==> src/rtl/hpdm_pkg.sv <==
package hpdm_pkg;
  localparam int ST_W   = 14;
  localparam int REG_W  = 16;
  localparam int ADDR_W = 2;

  localparam logic [ADDR_W-1:0] A_STATUS = 2'd0;
  localparam logic [ADDR_W-1:0] A_MASK   = 2'd1;
  localparam logic [ADDR_W-1:0] A_RAW    = 2'd2;
  localparam logic [ADDR_W-1:0] A_DUR    = 2'd3;

  // status bit positions
  localparam int B_IRQ   = 0;
  localparam int B_HPD   = 1;
  localparam int B_RRX   = 2;
  localparam int B_RTMO  = 3;
  localparam int B_PULSE = 4;
  localparam int B_EXT   = 5;
  localparam int B_AUD   = 9;
  localparam int B_VB0   = 10;

  localparam logic [ST_W-1:0] ST_VALID = 14'b11_1110_0011_1111;
endpackage

==> src/rtl/hpdm_sync.sv <==
module hpdm_sync #(
  parameter int STAGES = 2
) (
  input  logic clk,
  input  logic rst_n,
  input  logic d_i,
  output logic q_o
);
  logic [STAGES-1:0] chain_q;

  generate
    for (genvar s = 0; s < STAGES; s++) begin : g_stage
      always_ff @(posedge clk or negedge rst_n) begin
        if (!rst_n) chain_q[s] <= 1'b0;
        else if (s == 0) chain_q[s] <= d_i;
        else chain_q[s] <= chain_q[(s == 0) ? 0 : s-1];
      end
    end
  endgenerate

  assign q_o = chain_q[STAGES-1];
endmodule

==> src/rtl/hpdm_timer.sv <==
module hpdm_timer #(
  parameter int DUR_W   = 16,
  parameter int IRQ_MIN = 500,
  parameter int IRQ_MAX = 1000,
  parameter int DISC    = 2000
) (
  input  logic             clk,
  input  logic             rst_n,
  input  logic             hpd_s_i,
  input  logic             tick_i,
  output logic             evt_hpd_o,
  output logic             evt_irq_o,
  output logic             evt_pulse_o,
  output logic [DUR_W-1:0] dur_o
);
  localparam logic [DUR_W-1:0] CNT_MAX = {DUR_W{1'b1}};
  localparam logic [DUR_W-1:0] MIN_C   = DUR_W'(IRQ_MIN);
  localparam logic [DUR_W-1:0] MAX_C   = DUR_W'(IRQ_MAX);
  localparam logic [DUR_W-1:0] DISC_C  = DUR_W'(DISC);

  logic             prev_q, present_q;
  logic [DUR_W-1:0] low_cnt_q, dur_q;
  logic             fall, rise, do_conn, do_disc, do_pulse, in_win;

  assign fall     = prev_q & ~hpd_s_i;
  assign rise     = ~prev_q & hpd_s_i;
  assign do_conn  = ~present_q & hpd_s_i;
  assign do_disc  = present_q & ~hpd_s_i & (low_cnt_q >= DISC_C);
  assign do_pulse = present_q & rise & (low_cnt_q < DISC_C);
  assign in_win   = (low_cnt_q >= MIN_C) && (low_cnt_q <= MAX_C);

  always_ff @(posedge clk or negedge rst_n) begin
    if (!rst_n) begin
      prev_q    <= 1'b0;
      present_q <= 1'b0;
      low_cnt_q <= '0;
      dur_q     <= '0;
    end else begin
      prev_q <= hpd_s_i;
      if (fall) low_cnt_q <= tick_i ? DUR_W'(1) : '0;
      else if (!hpd_s_i && tick_i && low_cnt_q != CNT_MAX) low_cnt_q <= low_cnt_q + 1'b1;
      if (do_conn) present_q <= 1'b1;
      else if (do_disc) present_q <= 1'b0;
      if (do_pulse) dur_q <= low_cnt_q;
    end
  end

  always_ff @(posedge clk or negedge rst_n) begin
    if (!rst_n) begin
      evt_hpd_o   <= 1'b0;
      evt_irq_o   <= 1'b0;
      evt_pulse_o <= 1'b0;
    end else begin
      evt_hpd_o   <= do_conn | do_disc | (present_q & rise & ~do_pulse);
      evt_pulse_o <= do_pulse;
      evt_irq_o   <= do_pulse & in_win;
    end
  end

  assign dur_o = dur_q;
endmodule

==> src/rtl/hpdm_status.sv <==
module hpdm_status
  import hpdm_pkg::*;
(
  input  logic            clk,
  input  logic            rst_n,
  input  logic [ST_W-1:0] evt_i,
  input  logic            clr_i,
  input  logic            mask_we_i,
  input  logic [ST_W-1:0] mask_d_i,
  output logic [ST_W-1:0] status_o,
  output logic [ST_W-1:0] mask_o,
  output logic            irq_o
);
  logic [ST_W-1:0] st_q, mask_q;

  generate
    for (genvar b = 0; b < ST_W; b++) begin : g_bit
      if (ST_VALID[b]) begin : g_impl
        always_ff @(posedge clk or negedge rst_n) begin
          if (!rst_n) st_q[b] <= 1'b0;
          else st_q[b] <= (st_q[b] & ~clr_i) | evt_i[b];
        end
      end else begin : g_none
        assign st_q[b] = 1'b0;
      end
    end
  endgenerate

  always_ff @(posedge clk or negedge rst_n) begin
    if (!rst_n) mask_q <= '1;
    else if (mask_we_i) mask_q <= mask_d_i;
  end

  assign status_o = st_q;
  assign mask_o   = mask_q;
  assign irq_o    = |(st_q & ~mask_q);
endmodule

==> src/rtl/hpdm_top.sv <==
module hpdm_top
  import hpdm_pkg::*;
#(
  parameter int SYNC_STAGES = 2,
  parameter int DUR_W       = 16,
  parameter int IRQ_MIN_US  = 500,
  parameter int IRQ_MAX_US  = 1000,
  parameter int DISC_US     = 2000
) (
  input  logic              clk,
  input  logic              rst_n,
  input  logic              hpd_i,
  input  logic              tick_i,
  input  logic              reply_rx_evt_i,
  input  logic              reply_tmo_evt_i,
  input  logic              ext_pkt_evt_i,
  input  logic              audio_mis_evt_i,
  input  logic [3:0]        vblank_evt_i,
  input  logic              req_active_i,
  input  logic              reply_active_i,
  input  logic              reply_tmo_lvl_i,
  input  logic              reg_rd_i,
  input  logic              reg_wr_i,
  input  logic [ADDR_W-1:0] reg_addr_i,
  input  logic [REG_W-1:0]  reg_wdata_i,
  output logic [REG_W-1:0]  reg_rdata_o,
  output logic              irq_o,
  output logic [3:0]        raw_state_o,
  output logic [DUR_W-1:0]  hpd_duration_o
);
  logic            hpd_s;
  logic            ev_hpd, ev_irq, ev_pulse;
  logic [ST_W-1:0] evt_vec, st_q, mask_q;
  logic            st_clr, mask_we;

  hpdm_sync #(.STAGES(SYNC_STAGES)) u_sync (
    .clk(clk), .rst_n(rst_n), .d_i(hpd_i), .q_o(hpd_s)
  );

  hpdm_timer #(
    .DUR_W(DUR_W), .IRQ_MIN(IRQ_MIN_US), .IRQ_MAX(IRQ_MAX_US), .DISC(DISC_US)
  ) u_timer (
    .clk(clk), .rst_n(rst_n), .hpd_s_i(hpd_s), .tick_i(tick_i),
    .evt_hpd_o(ev_hpd), .evt_irq_o(ev_irq), .evt_pulse_o(ev_pulse),
    .dur_o(hpd_duration_o)
  );

  always_comb begin
    evt_vec              = '0;
    evt_vec[B_IRQ]       = ev_irq;
    evt_vec[B_HPD]       = ev_hpd;
    evt_vec[B_RRX]       = reply_rx_evt_i;
    evt_vec[B_RTMO]      = reply_tmo_evt_i;
    evt_vec[B_PULSE]     = ev_pulse;
    evt_vec[B_EXT]       = ext_pkt_evt_i;
    evt_vec[B_AUD]       = audio_mis_evt_i;
    evt_vec[B_VB0 +: 4]  = vblank_evt_i;
  end

  assign st_clr  = (reg_rd_i | reg_wr_i) && (reg_addr_i == A_STATUS);
  assign mask_we = reg_wr_i && (reg_addr_i == A_MASK);

  hpdm_status u_status (
    .clk(clk), .rst_n(rst_n), .evt_i(evt_vec), .clr_i(st_clr),
    .mask_we_i(mask_we), .mask_d_i(reg_wdata_i[ST_W-1:0]),
    .status_o(st_q), .mask_o(mask_q), .irq_o(irq_o)
  );

  assign raw_state_o = {reply_tmo_lvl_i, reply_active_i, req_active_i, hpd_s};

  always_comb begin
    unique case (reg_addr_i)
      A_STATUS: reg_rdata_o = REG_W'(st_q);
      A_MASK:   reg_rdata_o = REG_W'(mask_q);
      A_RAW:    reg_rdata_o = REG_W'(raw_state_o);
      default:  reg_rdata_o = REG_W'(hpd_duration_o);
    endcase
  end
endmodule

==> config.mk <==
export PLATFORM = sky130hd
export DESIGN_NAME = hpdm_top
export DESIGN_NICKNAME = d
export VERILOG_FILES = /design/src/rtl/hpdm_pkg.sv /design/src/rtl/hpdm_sync.sv /design/src/rtl/hpdm_timer.sv /design/src/rtl/hpdm_status.sv /design/src/rtl/hpdm_top.sv
export SDC_FILE = /design/constraint.sdc
export NUM_CORES = 1
export LEC_CHECK = 0
export BUFFER_PORTS_ARGS = -buffer_cell sky130_fd_sc_hd__buf_2
export CAP_MARGIN = 5
export CELL_PAD_IN_SITES_DETAIL_PLACEMENT = 2
export CELL_PAD_IN_SITES_GLOBAL_PLACEMENT = 2
export CORE_MARGIN = 1
export CORE_UTILIZATION = 35
export CTS_BUF_LIST = sky130_fd_sc_hd__clkbuf_16
export CTS_CLUSTER_DIAMETER = 80
export DETAILED_ROUTE_END_ITERATION = 8
export PLACE_DENSITY_LB_ADDON = 0.1
export SLEW_MARGIN = 20
export SYNTH_ARGS = -nofsm -noshare
export SYNTH_HDL_FRONTEND = slang
export SYNTH_SLANG_ARGS = --single-unit
export TNS_END_PERCENT = 5
==> constraint.sdc <==
create_clock -name clk -period 2.2 [get_ports clk]
set_input_delay 0.33 -clock clk [delete_from_list [all_inputs] [get_ports clk]]
set_output_delay 0.33 -clock clk [all_outputs]
set_load 0.02 [all_outputs]
==> key figures, run 1 <==
Global route
  – Vias in the first global route: between 2000 and 3000
  – Largest net degree at the start of global routing: 43
  – Initial antenna violation count: 0
  – GR Util All Layers: 0.209
  – Wire length of the first global-routing pass: roughly 15000 µm
  – Remaining global-route overflow: 0

Synth
  – Number of warnings reported in the yosys synthesis log: 0
  – Seq/Total Area, Yosys: 0.513
  – Average cell area after synthesis: 11.6 µm²
  – Number of enable-type register cells in the synthesized netlist: 0
  – Unique cell type count in the Yosys netlist: 49
  – Post-Syn Area: between 3000 and 4000 µm²
  – Net count of the mapped netlist: slightly above 300
  – Most used flip-flop cell after synthesis: sky130_fd_sc_hd__dfrtp_1
  – Async SR Flop Fraction: 1.00
  – Cell taking the most area after synthesis: sky130_fd_sc_hd__dfrtp_1
  – Flip-flop and latch count after synthesis: 64
  – Post-synthesis cell count: between 200 and 300
  – Share of Yosys cell area claimed by the top area cell type: 0.396
  – Cell types occupying the most area after synthesis: sky130_fd_sc_hd__dfrtp_1 (40%), sky130_fd_sc_hd__dfstp_2 (12%), sky130_fd_sc_hd__mux2_2 (11%), sky130_fd_sc_hd__mux4_2 (2.9%), sky130_fd_sc_hd__a21o_1 (2.6%)

Timing
  – Crit share post-route: 0.959
  – Worst clock skew on the final layout: 0.00959 ns
  – Fmax achieved: between 400 and 500 MHz
  – Number of failing setup endpoints in the final timing report: 0
  – Worst Tran Pin Value: 0.679 ns
  – Final min period: roughly 2.1 ns
  – Final count of pins violating max slew: 0
  – Remaining max-slew budget at the tightest pin: 0.542
  – RSZ-0062 raised after global routing: true
  – Final count of hold timing violations: 0

Cells and area
  – Final instance area: 4000 µm²
  – Synth-to-Final Area Change: 26.6%
  – Final cell count without fillers: around 470
  – Core utilization of the finished layout: 0.458
  – Share of cells above drive strength 1: 0.437
  – Most used cells in the layout excluding fill and tap cells: sky130_fd_sc_hd__buf_2 (69), sky130_fd_sc_hd__dfrtp_1 (50), sky130_fd_sc_hd__mux2_2 (31)
  – Commonest non-fill, non-tap cell in the layout: sky130_fd_sc_hd__buf_2
  – Post-layout net count: roughly 390
  – Antenna Cells: 0

Floorplanning
  – Core outline area: slightly below 9000 µm²
  – Initial cell density of the core: 0.362
  – Die extent in x: between 90 and 100 µm
  – Placement row count: 34
  – Die area: approximately 9400 µm²
  – Top-level I/O count: slightly above 70
  – Overall die height: 97.0 µm

Power
  – Total power of the final layout: 3.17 mW
  – Net Sw Frac: 0.255
  – Leakage power figure: between 1.5 and 2 nW
  – Power share of the clock group: 0.427
  – Psw: 807 µW
  – Power density relative to cell area: 792 nW/µm²
  – VDD IR max: between 0.4 and 0.5 mV
  – Combinational share of power: 0.139
  – Cell-internal power: approximately 2.4 mW
  – Part of the power in registers: 0.435

Worst setup path
  – Capturing element type of the critical path: output port
  – Timing endpoint of the critical path: irq_o
  – Arrival time reported for the critical path endpoint: approximately 1.8 ns
  – R2r worst-path depth: 4
  – Type of the worst setup path: reg2out
  – Flop2flop setup slack: 0.21 ns
  – R2R Path Start: u_timer.low_cnt_q[4]$_DFFE_PN0P_
  – Largest fanout on the critical path: 3
  – Capture instance of the worst register-to-register path: u_timer.low_cnt_q[15]$_DFFE_PN0P_
  – Data required, critical path: between 1.5 and 2 ns
  – Worst setup startpoint: u_status.mask_o[12]$_DFFE_PN1P_
  – Startpoint type of the worst setup path: flip-flop

Run
  – Max-cap viol count: 0

Routing
  – Count of nets left with antenna violations after detail routing: 0
  – Total length of routed wires: just over 9000 µm
  – Remaining DRCs: 0
  – Starting DRT DRC Count: 71
  – Number of detailed-routing iterations run before antenna repair: 4
  – Routed vias/inst: approximately 5.4
  – WL per Instance: slightly below 20 µm
  – Via count: 2514

Clock network
  – Clock buffer count from CTS: 9
  – Clk Latency, worst-skew pair: around 0.32 ns
  – TritonCTS clock tree: built
  – Master cell of the clock root buffer: sky130_fd_sc_hd__clkbuf_16
  – Clock Path Buffers: 2
  – Hold buffer count at cts: 0
  – Number of setup buffers added after CTS: 0
  – Number of sinks driven by the clock tree: between 60 and 70
  – Clock-pin slew on the worst setup and hold paths: 0.06 ns
  – H-tree level count: 3

Place
  – Placed instance area: about 3700 µm²
  – DP Wirelength: roughly 6700 µm
  – Number of buffers added on ports: 69
  – Number of placed cells counting well taps: 449
  – Final RePlAce weighted congestion: around 0.7

Hold path
  – HP Class: in2async

Outcome
  – Run status: finished clean
per-stage QoR:
step / hold WS (ns) / setup TNS (ns) / worst slack [ns]
2_1_floorplan: 0.0344 / 0 / 0.258
3_3_place_gp: 0.333 / 0 / 0.251
3_5_place_dp: 0.347 / 0 / 0.139
4_1_cts: 0.0176 / 0 / 0.0548
5_1_grt: 0.0288 / -0.0269 / -0.0269
6_report: 0.00589 / 0 / 0.0900
cells in the mapped netlist, types with 5 or more instances:
master and number:
sky130_fd_sc_hd__dfrtp_1 50, sky130_fd_sc_hd__mux2_2 31, sky130_fd_sc_hd__a21oi_1 14, sky130_fd_sc_hd__dfstp_2 14, sky130_fd_sc_hd__inv_1 14, sky130_fd_sc_hd__nand2_1 13
sky130_fd_sc_hd__a21o_1 11, sky130_fd_sc_hd__o21ai_0 11, sky130_fd_sc_hd__nor2b_1 10, sky130_fd_sc_hd__buf_4 8, sky130_fd_sc_hd__nor2_1 8, sky130_fd_sc_hd__a22o_1 7
sky130_fd_sc_hd__clkbuf_1 6, sky130_fd_sc_hd__nand3_1 6, sky130_fd_sc_hd__nand2b_1 5, sky130_fd_sc_hd__or3_1 5, sky130_fd_sc_hd__or4_1 5
logic make-up (layout without fill, tap and decap cells):
family          count (synthesis)  count (layout)  synth area share
flops                          64              64             0.513
compound gates                 60              60             0.129
buf+inv                        30             115            0.0456
simple gates                   75              75             0.147
xor+xnor                        2               2           0.00555
fa+ha+maj                       2               2           0.00793
mux                            39              39             0.152
final cells by class:
class	count	area [µm²]
clock buffer	9	225
clock inverter	7	55.1
fill	908	4720
inverter	14	52.6
multi-input combinational	178	1410
sequential	64	1620
tap	108	135
timing repair buffer	85	503
critical path: stages, from the launching register on:
cell and delay, ns:
sky130_fd_sc_hd__dfstp_2 0.54, sky130_fd_sc_hd__nand2b_1 0.14, sky130_fd_sc_hd__o2111ai_1 0.23, sky130_fd_sc_hd__a2111oi_2 0.29, sky130_fd_sc_hd__nand2_1 0.09, sky130_fd_sc_hd__buf_2 0.16
state kept, by name (all words and copies together), names as in the netlist:
signal and cells:
u_sync.chain_q 1, u_timer.evt_irq_o 1, u_sync.q_o 1, u_timer.prev_q 1, u_status.status_o 11, u_timer.dur_o 16, u_timer.evt_pulse_o 1, u_status.mask_o 14
u_timer.low_cnt_q 16, u_timer.present_q 1, u_timer.evt_hpd_o 1
worst min-delay path by stage:
stage | slack, ns | from | to
floorplan | 0.03 | rst_n | u_status.status_o[0]$_DFF_PN0_
global route | 0.03 | rst_n | u_timer.low_cnt_q[14]$_DFFE_PN0P_
CTS | 0.02 | rst_n | u_timer.low_cnt_q[14]$_DFFE_PN0P_
finish | 0.006 | rst_n | u_timer.low_cnt_q[14]$_DFFE_PN0P_
detailed placement | 0.35 | u_sync.chain_q[0]$_DFF_PN0_ | u_sync.q_o$_DFF_PN0_
global placement | 0.33 | u_sync.chain_q[0]$_DFF_PN0_ | u_sync.q_o$_DFF_PN0_
repair_timing:
item / in CTS / in global routing
endpoints found under the setup margin: 1 / 12
gates resized for setup: 2 / 1
gates cloned: 0 / 0
pin swaps: 1 / 0
power groups by stage:
stage	clock network, mW	registers, mW	logic, mW
after floorplan	0	1.38	0.260
after global placement	0	1.39	0.422
after detailed placement	0	1.40	0.436
after CTS	1.39	1.38	0.449
after global routing	1.44	1.39	0.479
final	1.35	1.38	0.439
per-layer routing:
| layer | vias up | track usage | part of all wire |
|---|---|---|---|
| li1 | 1163 | - | - |
| met1 | 1299 | 0.262 | 0.45 |
| met2 | 47 | 0.365 | 0.51 |
| met3 | 5 | 0.0470 | 0.032 |
| met4 | 0 | 0.0517 | 0.0064 |
| met5 | - | 0 | 0 |
No activity file was read; power rests on OpenSTA's default activity.
==> run 2, diff against run 1 <==
- CORE_UTILIZATION: 35 -> 36
- CTS_BUF_LIST: sky130_fd_sc_hd__clkbuf_16 -> sky130_fd_sc_hd__clkbuf_8
==> run 2 against run 1 <==
Final area fell by 1.3%. Power fell by 11%. Flip-flop and latch count did not move. Sequential power barely moved. Critical path depth did not move. Combinational power barely moved. Clock power fell by 25%. Clock skew rose by 0.0060 ns. Cell count rose by 0.65%. Core utilization rose by 1.5 points. First-iteration DRC count fell by 5.6%. Highest routed layer unchanged. Global-route usage rose by 1.3 points.
==> key figures, run 2 (same netlist as run 1, synthesis figures left out) <==
Floorplanning
  – Core outline area: 8340 µm² (-4.4%)
  – Overall die height: 95.6 µm (-1.4%)
  – Placement row count: 33 (-2.9%)
  – Initial cell density of the core: 0.378 (+0.0165)
  – Top-level I/O count: 72 (unchanged)
  – Die extent in x: 95.6 µm (-1.4%)
  – Die area: 9150 µm² (-2.7%)

Clock network
  – Number of sinks driven by the clock tree: 64 (unchanged)
  – Clock Path Buffers: 2 (unchanged)
  – Clock buffer count from CTS: 9 (unchanged)
  – Number of setup buffers added after CTS: 0 (unchanged)
  – Clk Latency, worst-skew pair: 0.35 ns (+0.03 ns)
  – Master cell of the clock root buffer: sky130_fd_sc_hd__clkbuf_8
  – H-tree level count: 3 (unchanged)
  – Clock-pin slew on the worst setup and hold paths: 0.07 ns (about the same)
  – TritonCTS clock tree: built

Cells and area
  – Core utilization of the finished layout: 0.473 (+0.0149)
  – Antenna Cells: 0 (unchanged)
  – Synth-to-Final Area Change: 25.0%
  – Most used cells in the layout excluding fill and tap cells: sky130_fd_sc_hd__buf_2 (69), sky130_fd_sc_hd__dfrtp_1 (50), sky130_fd_sc_hd__mux2_2 (31)
  – Post-layout net count: 395 (+1.5%)
  – Commonest non-fill, non-tap cell in the layout: sky130_fd_sc_hd__buf_2
  – Share of cells above drive strength 1: 0.455 (+0.0176)

Place
  – DP Wirelength: 6700 µm (+0.52%)
  – Number of buffers added on ports: 69 (unchanged)
  – Final RePlAce weighted congestion: 0.785 (+8.9%)

Power
  – Power share of the clock group: 0.358 (-0.069)
  – Leakage power figure: 1.85 nW (-1.3%)
  – Power density relative to cell area: 714 nW/µm² (-9.9%)
  – Net Sw Frac: 0.282 (+0.0270)
  – Cell-internal power: 2.02 mW (-14%)
  – VDD IR max: 0.310 mV (-32%)
  – Combinational share of power: 0.155 (+0.016)
  – Psw: 794 µW (-1.6%)
  – Part of the power in registers: 0.487 (+0.052)

Timing
  – Final count of pins violating max slew: 0 (unchanged)
  – Fmax achieved: 488 MHz (+3.0%)
  – Worst clock skew on the final layout: 0.0156 ns (+0.00600 ns)
  – Setup Total Neg Slack: 0 ns (unchanged)
  – Final min period: 2.05 ns (-0.0611 ns)
  – Final count of hold timing violations: 0 (unchanged)
  – Crit share post-route: 0.931 (-0.0278)
  – Remaining max-slew budget at the tightest pin: 0.539 (-0.00317)
  – Number of failing setup endpoints in the final timing report: 0 (unchanged)
  – Worst Tran Pin Value: 0.692 ns (+0.0134 ns)
  – RSZ-0062 raised after global routing: false

Global route
  – Wire length of the first global-routing pass: 14800 µm (-2.3%)
  – Initial antenna violation count: 0 (unchanged)
  – Largest net degree at the start of global routing: 28 (-35%)
  – GR Util All Layers: 0.222 (+0.0129)
  – Remaining global-route overflow: 0 (unchanged)
  – Vias in the first global route: 2767 (-4.1%)

Routing
  – Total length of routed wires: 9130 µm (-0.33%)
  – Count of nets left with antenna violations after detail routing: 0 (unchanged)
  – Starting DRT DRC Count: 67 (-5.6%)
  – Remaining DRCs: 0 (unchanged)
  – Via count: 2539 (+0.99%)
  – Number of detailed-routing iterations run before antenna repair: 4 (unchanged)
  – Routed vias/inst: 5.43 (+0.35%)
  – WL per Instance: 19.5 µm (-0.97%)

Worst setup path
  – Startpoint type of the worst setup path: flip-flop
  – Largest fanout on the critical path: 3 (unchanged)
  – Type of the worst setup path: reg2out
  – Capturing element type of the critical path: output port
  – Arrival time reported for the critical path endpoint: 1.72 ns (-0.06 ns)
  – Data required, critical path: 1.87 ns (about the same)

Hold path
  – HP Class: in2async

Outcome
  – Run status: finished clean

Run
  – Max-cap viol count: 0 (unchanged)
==> run 2: area by class of cell <==
cell class	instances	area (µm²)
fillers	887	4390
flip-flops and latches	64	1620
multi-input cells	178	1400
repair buffers	91	548
well taps	105	131
clock buffers	9	124
clock inverters	7	71.3
inverters	14	52.6
==> run 2: routing by layer <==
layer | vias up | routed length, µm | share of wire | GRT usage
li1 | 1170 | - | - | -
met2 | 53 | 4460 | 0.49 | 0.365
met4 | 0 | 114 | 0.012 | 0.0821
met3 | 10 | 286 | 0.031 | 0.0327
met5 | - | 0 | 0 | 0
met1 | 1306 | 4270 | 0.47 | 0.297
==> run 2: final timing paths <==
check	startpoint	endpoint	slack [ns]	depth (start not counted)
max reg2reg	u_timer.low_cnt_q[11]$_DFFE_PN0P_	u_timer.dur_o[5]$_DFFE_PN0P_	0.24	6
max in group asynchronous	rst_n	u_status.mask_o[12]$_DFFE_PN1P_	1.52	2
min in group clk	hpd_i	u_sync.chain_q[0]$_DFF_PN0_	0.10	1
min	rst_n	u_timer.low_cnt_q[2]$_DFFE_PN0P_	0.03	1
max	u_status.mask_o[10]$_DFFE_PN1P_	irq_o	0.15	5
min reg2reg	u_sync.chain_q[0]$_DFF_PN0_	u_sync.q_o$_DFF_PN0_	0.35	0
==> run 2: metrics by stage <==
| stage | total power, mW | instances | worst slack [ns] | cell area [µm²] | hold slack [ns] |
|---|---|---|---|---|---|
| after floorplan | 1.64 | 272 | 0.258 | 3160 | 0.0344 |
| after global placement | 1.81 | 452 | 0.272 | 3740 | 0.342 |
| after detailed placement | 1.83 | 452 | 0.231 | 3740 | 0.340 |
| after CTS | 2.87 | 468 | 0.0218 | 3950 | 0.0339 |
| after global routing | 2.96 | 468 | 0.0115 | 3950 | 0.0710 |
| final | 2.82 | 468 | 0.151 | 3950 | 0.0276 |
==> run 2: power by group through the flow <==
stage / combinational [mW] / clock (mW) / sequential, mW
5_1_grt: 0.481 / 1.09 / 1.39
3_5_place_dp: 0.440 / 0 / 1.39
6_report: 0.436 / 1.01 / 1.37
3_3_place_gp: 0.425 / 0 / 1.39
2_1_floorplan: 0.260 / 0 / 1.38
4_1_cts: 0.445 / 1.05 / 1.37
==> run 2: worst max-delay path, stage by stage, from the launching register on <==
cell	delay (ns)
sky130_fd_sc_hd__dfstp_2	0.53
sky130_fd_sc_hd__nand2b_1	0.11
sky130_fd_sc_hd__o2111ai_1	0.18
sky130_fd_sc_hd__a2111oi_2	0.30
sky130_fd_sc_hd__nand2_1	0.09
sky130_fd_sc_hd__buf_2	0.17
==> run 2: timing repair <==
item                                    CTS  global route
hold buffers                              0             0
resized for setup                         2             1
hold endpoints to repair                  0             0
endpoints found under the setup margin    1             2
pin swaps                                 0             1
==> run 3, diff against run 2 <==
- PLACE_DENSITY: not set -> 0.87
- PLACE_DENSITY_LB_ADDON: 0.1 -> not set
- SLEW_MARGIN: 20 -> 5
==> run 3 against run 2 <==
Count of clock-buffer cells in the layout unchanged. Cell count down 1.1%. Maximum frequency down 2.2%.
==> key figures, run 3 (same netlist as run 1, synthesis figures left out) <==
Clock network
  – Clock Path Buffers: 2 (unchanged)
  – TritonCTS clock tree: built
  – Clock-pin slew on the worst setup and hold paths: 0.08 ns (about the same)
  – Clock buffer count from CTS: 9 (unchanged)
  – Master cell of the clock root buffer: sky130_fd_sc_hd__clkbuf_8
  – H-tree level count: 3 (unchanged)
  – Clk Latency, worst-skew pair: 0.34 ns (about the same)
  – Number of sinks driven by the clock tree: 64 (unchanged)
  – Number of setup buffers added after CTS: 0 (unchanged)

Routing
  – Count of nets left with antenna violations after detail routing: 0 (unchanged)
  – Via count: 2594 (+2.2%)
  – Remaining DRCs: 0 (unchanged)
  – Routed vias/inst: 5.60 (+3.3%)
  – Number of detailed-routing iterations run before antenna repair: 4 (unchanged)
  – Total length of routed wires: 9890 µm (+8.3%)
  – Starting DRT DRC Count: 82 (+22%)
  – WL per Instance: 21.4 µm (+9.5%)

Timing
  – Final min period: 2.10 ns (+0.0465 ns)
  – Remaining max-slew budget at the tightest pin: 0.557 (+0.0183)
  – Worst clock skew on the final layout: 0.00813 ns (-0.00746 ns)
  – RSZ-0062 raised after global routing: false
  – Number of failing setup endpoints in the final timing report: 0 (unchanged)
  – Worst Tran Pin Value: 0.662 ns (-0.0299 ns)
  – Setup Total Neg Slack: 0 ns (unchanged)
  – Crit share post-route: 0.952 (+0.0211)
  – Final count of hold timing violations: 0 (unchanged)
  – Fmax achieved: 477 MHz (-2.2%)
  – Final count of pins violating max slew: 0 (unchanged)

Hold path
  – HP Class: in2reg

Power
  – VDD IR max: 0.264 mV (-15%)
  – Power density relative to cell area: 700 nW/µm² (-2.0%)
  – Leakage power figure: 1.82 nW (-1.7%)
  – Total power of the final layout: 2.73 mW (-3.1%)

Cells and area
  – Post-layout net count: 390 (-1.3%)
  – Most used cells in the layout excluding fill and tap cells: sky130_fd_sc_hd__buf_2 (69), sky130_fd_sc_hd__dfrtp_1 (50), sky130_fd_sc_hd__mux2_2 (31)
  – Commonest non-fill, non-tap cell in the layout: sky130_fd_sc_hd__buf_2
  – Final cell count without fillers: 463 (-1.1%)
  – Total area of sequential cells: 1620 µm² (unchanged)
  – Antenna Cells: 0 (unchanged)
  – Final instance area: 3900 µm² (-1.2%)
  – FILL cells: 873 (-1.6%)
  – Synth-to-Final Area Change: 23.5%
  – Share of cells above drive strength 1: 0.450 (-0.00482)
  – Area used by multi-input combinational logic: 1430 µm² (+1.9%)

Global route
  – Wire length of the first global-routing pass: 15400 µm (+4.0%)
  – GR Util All Layers: 0.233 (+0.0112)
  – Largest net degree at the start of global routing: 65 (+130%)
  – Vias in the first global route: 2823 (+2.0%)
  – Initial antenna violation count: 0 (unchanged)
  – Remaining global-route overflow: 0 (unchanged)

Worst setup path
  – Delay-heaviest family, CP: flip-flops
  – Arrival time reported for the critical path endpoint: 1.77 ns (+0.05 ns)
  – Type of the worst setup path: reg2out
  – Delay of the slowest cell on the worst path: 0.54 ns (about the same)
  – Slowest cell on the critical path: sky130_fd_sc_hd__dfstp_2
  – Data required, critical path: 1.87 ns (about the same)
  – Startpoint type of the worst setup path: flip-flop
  – Largest fanout on the critical path: 3 (unchanged)
  – Capturing element type of the critical path: output port
  – CP cell instances: nand2b_1 > o2111ai_2 > a2111oi_4 > nand2_1 > buf_2
  – Count of buffer and inverter cells on the critical path: 1 (unchanged)

Floorplanning
  – Top-level I/O count: 72 (unchanged)
  – Initial cell density of the core: 0.378 (unchanged)
  – Die area: 9150 µm² (unchanged)
  – Overall die height: 95.6 µm (unchanged)
  – Die extent in x: 95.6 µm (unchanged)
  – Core outline area: 8340 µm² (unchanged)
  – Placement row count: 33 (unchanged)

Place
  – Number of placed cells counting well taps: 447 (-1.1%)
  – DP Wirelength: 7190 µm (+7.3%)
  – Final RePlAce weighted congestion: 0.827 (+5.4%)
  – Number of buffers added on ports: 69 (unchanged)
  – Placed instance area: 3690 µm² (-1.3%)

Run
  – Max-cap viol count: 0 (unchanged)

Outcome
  – Run status: finished clean
run 3: what timing repair did:
action	4_1_cts	5_1_grt
hold endpoints to repair	2	0
setup endpoints to repair	1	1
hold buffers	1	0
pin swaps	1	0
gates resized for setup	5	1
run 3: routing by layer:
metal | routed length, µm | vias up | global-route usage | share of wire
met4 | 230 | 0 | 0.102 | 0.023
li1 | - | 1161 | - | -
met5 | 0 | - | 0 | 0
met2 | 5350 | 67 | 0.420 | 0.54
met1 | 3970 | 1347 | 0.275 | 0.40
met3 | 337 | 19 | 0.0335 | 0.034
run 3: metrics by stage:
step,hold slack [ns],setup WS [ns],utilization
4_1_cts,0.0764,0.0735,0.468
5_1_grt,0.0732,0.0111,0.468
3_3_place_gp,0.332,0.150,0.443
2_1_floorplan,0.0344,0.258,-
3_5_place_dp,0.336,0.102,0.443
6_report,0.0916,0.105,0.468
run 3: area by class of cell:
cell class                      instances  share of cell area
Timing Repair Buffer                   86               0.128
Tap cell                              105              0.0337
Inverter                               14              0.0135
Sequential cell                        64               0.415
Clock buffer                            9              0.0318
Multi-Input combinational cell        178               0.366
Clock inverter                          7              0.0119
run 3: power breakdown:
part / switching (mW) / total (mW) / leakage, nW / internal (mW)
Clock: 0.491 / 0.897 / 0.0814 / 0.406
Combinational: 0.250 / 0.458 / 0.949 / 0.208
Sequential: 0.0770 / 1.37 / 0.789 / 1.30
Total: 0.818 / 2.73 / 1.82 / 1.91
run 3: final timing paths:
check                      cells after the start                         startpoint                              to  slack, ns
max                                            5    u_status.mask_o[10]$_DFFE_PN1P_                           irq_o       0.10
max reg2reg                                    5  u_timer.low_cnt_q[12]$_DFFE_PN0P_    u_timer.dur_o[6]$_DFFE_PN0P_       0.19
min reg2reg                                    0        u_sync.chain_q[0]$_DFF_PN0_            u_sync.q_o$_DFF_PN0_       0.35
max in group asynchronous                      3                              rst_n  u_status.mask_o[2]$_DFFE_PN1P_       1.33
min                                            1                              hpd_i     u_sync.chain_q[0]$_DFF_PN0_       0.09
min in group asynchronous                      3                              rst_n        u_timer.prev_q$_DFF_PN0_       0.51
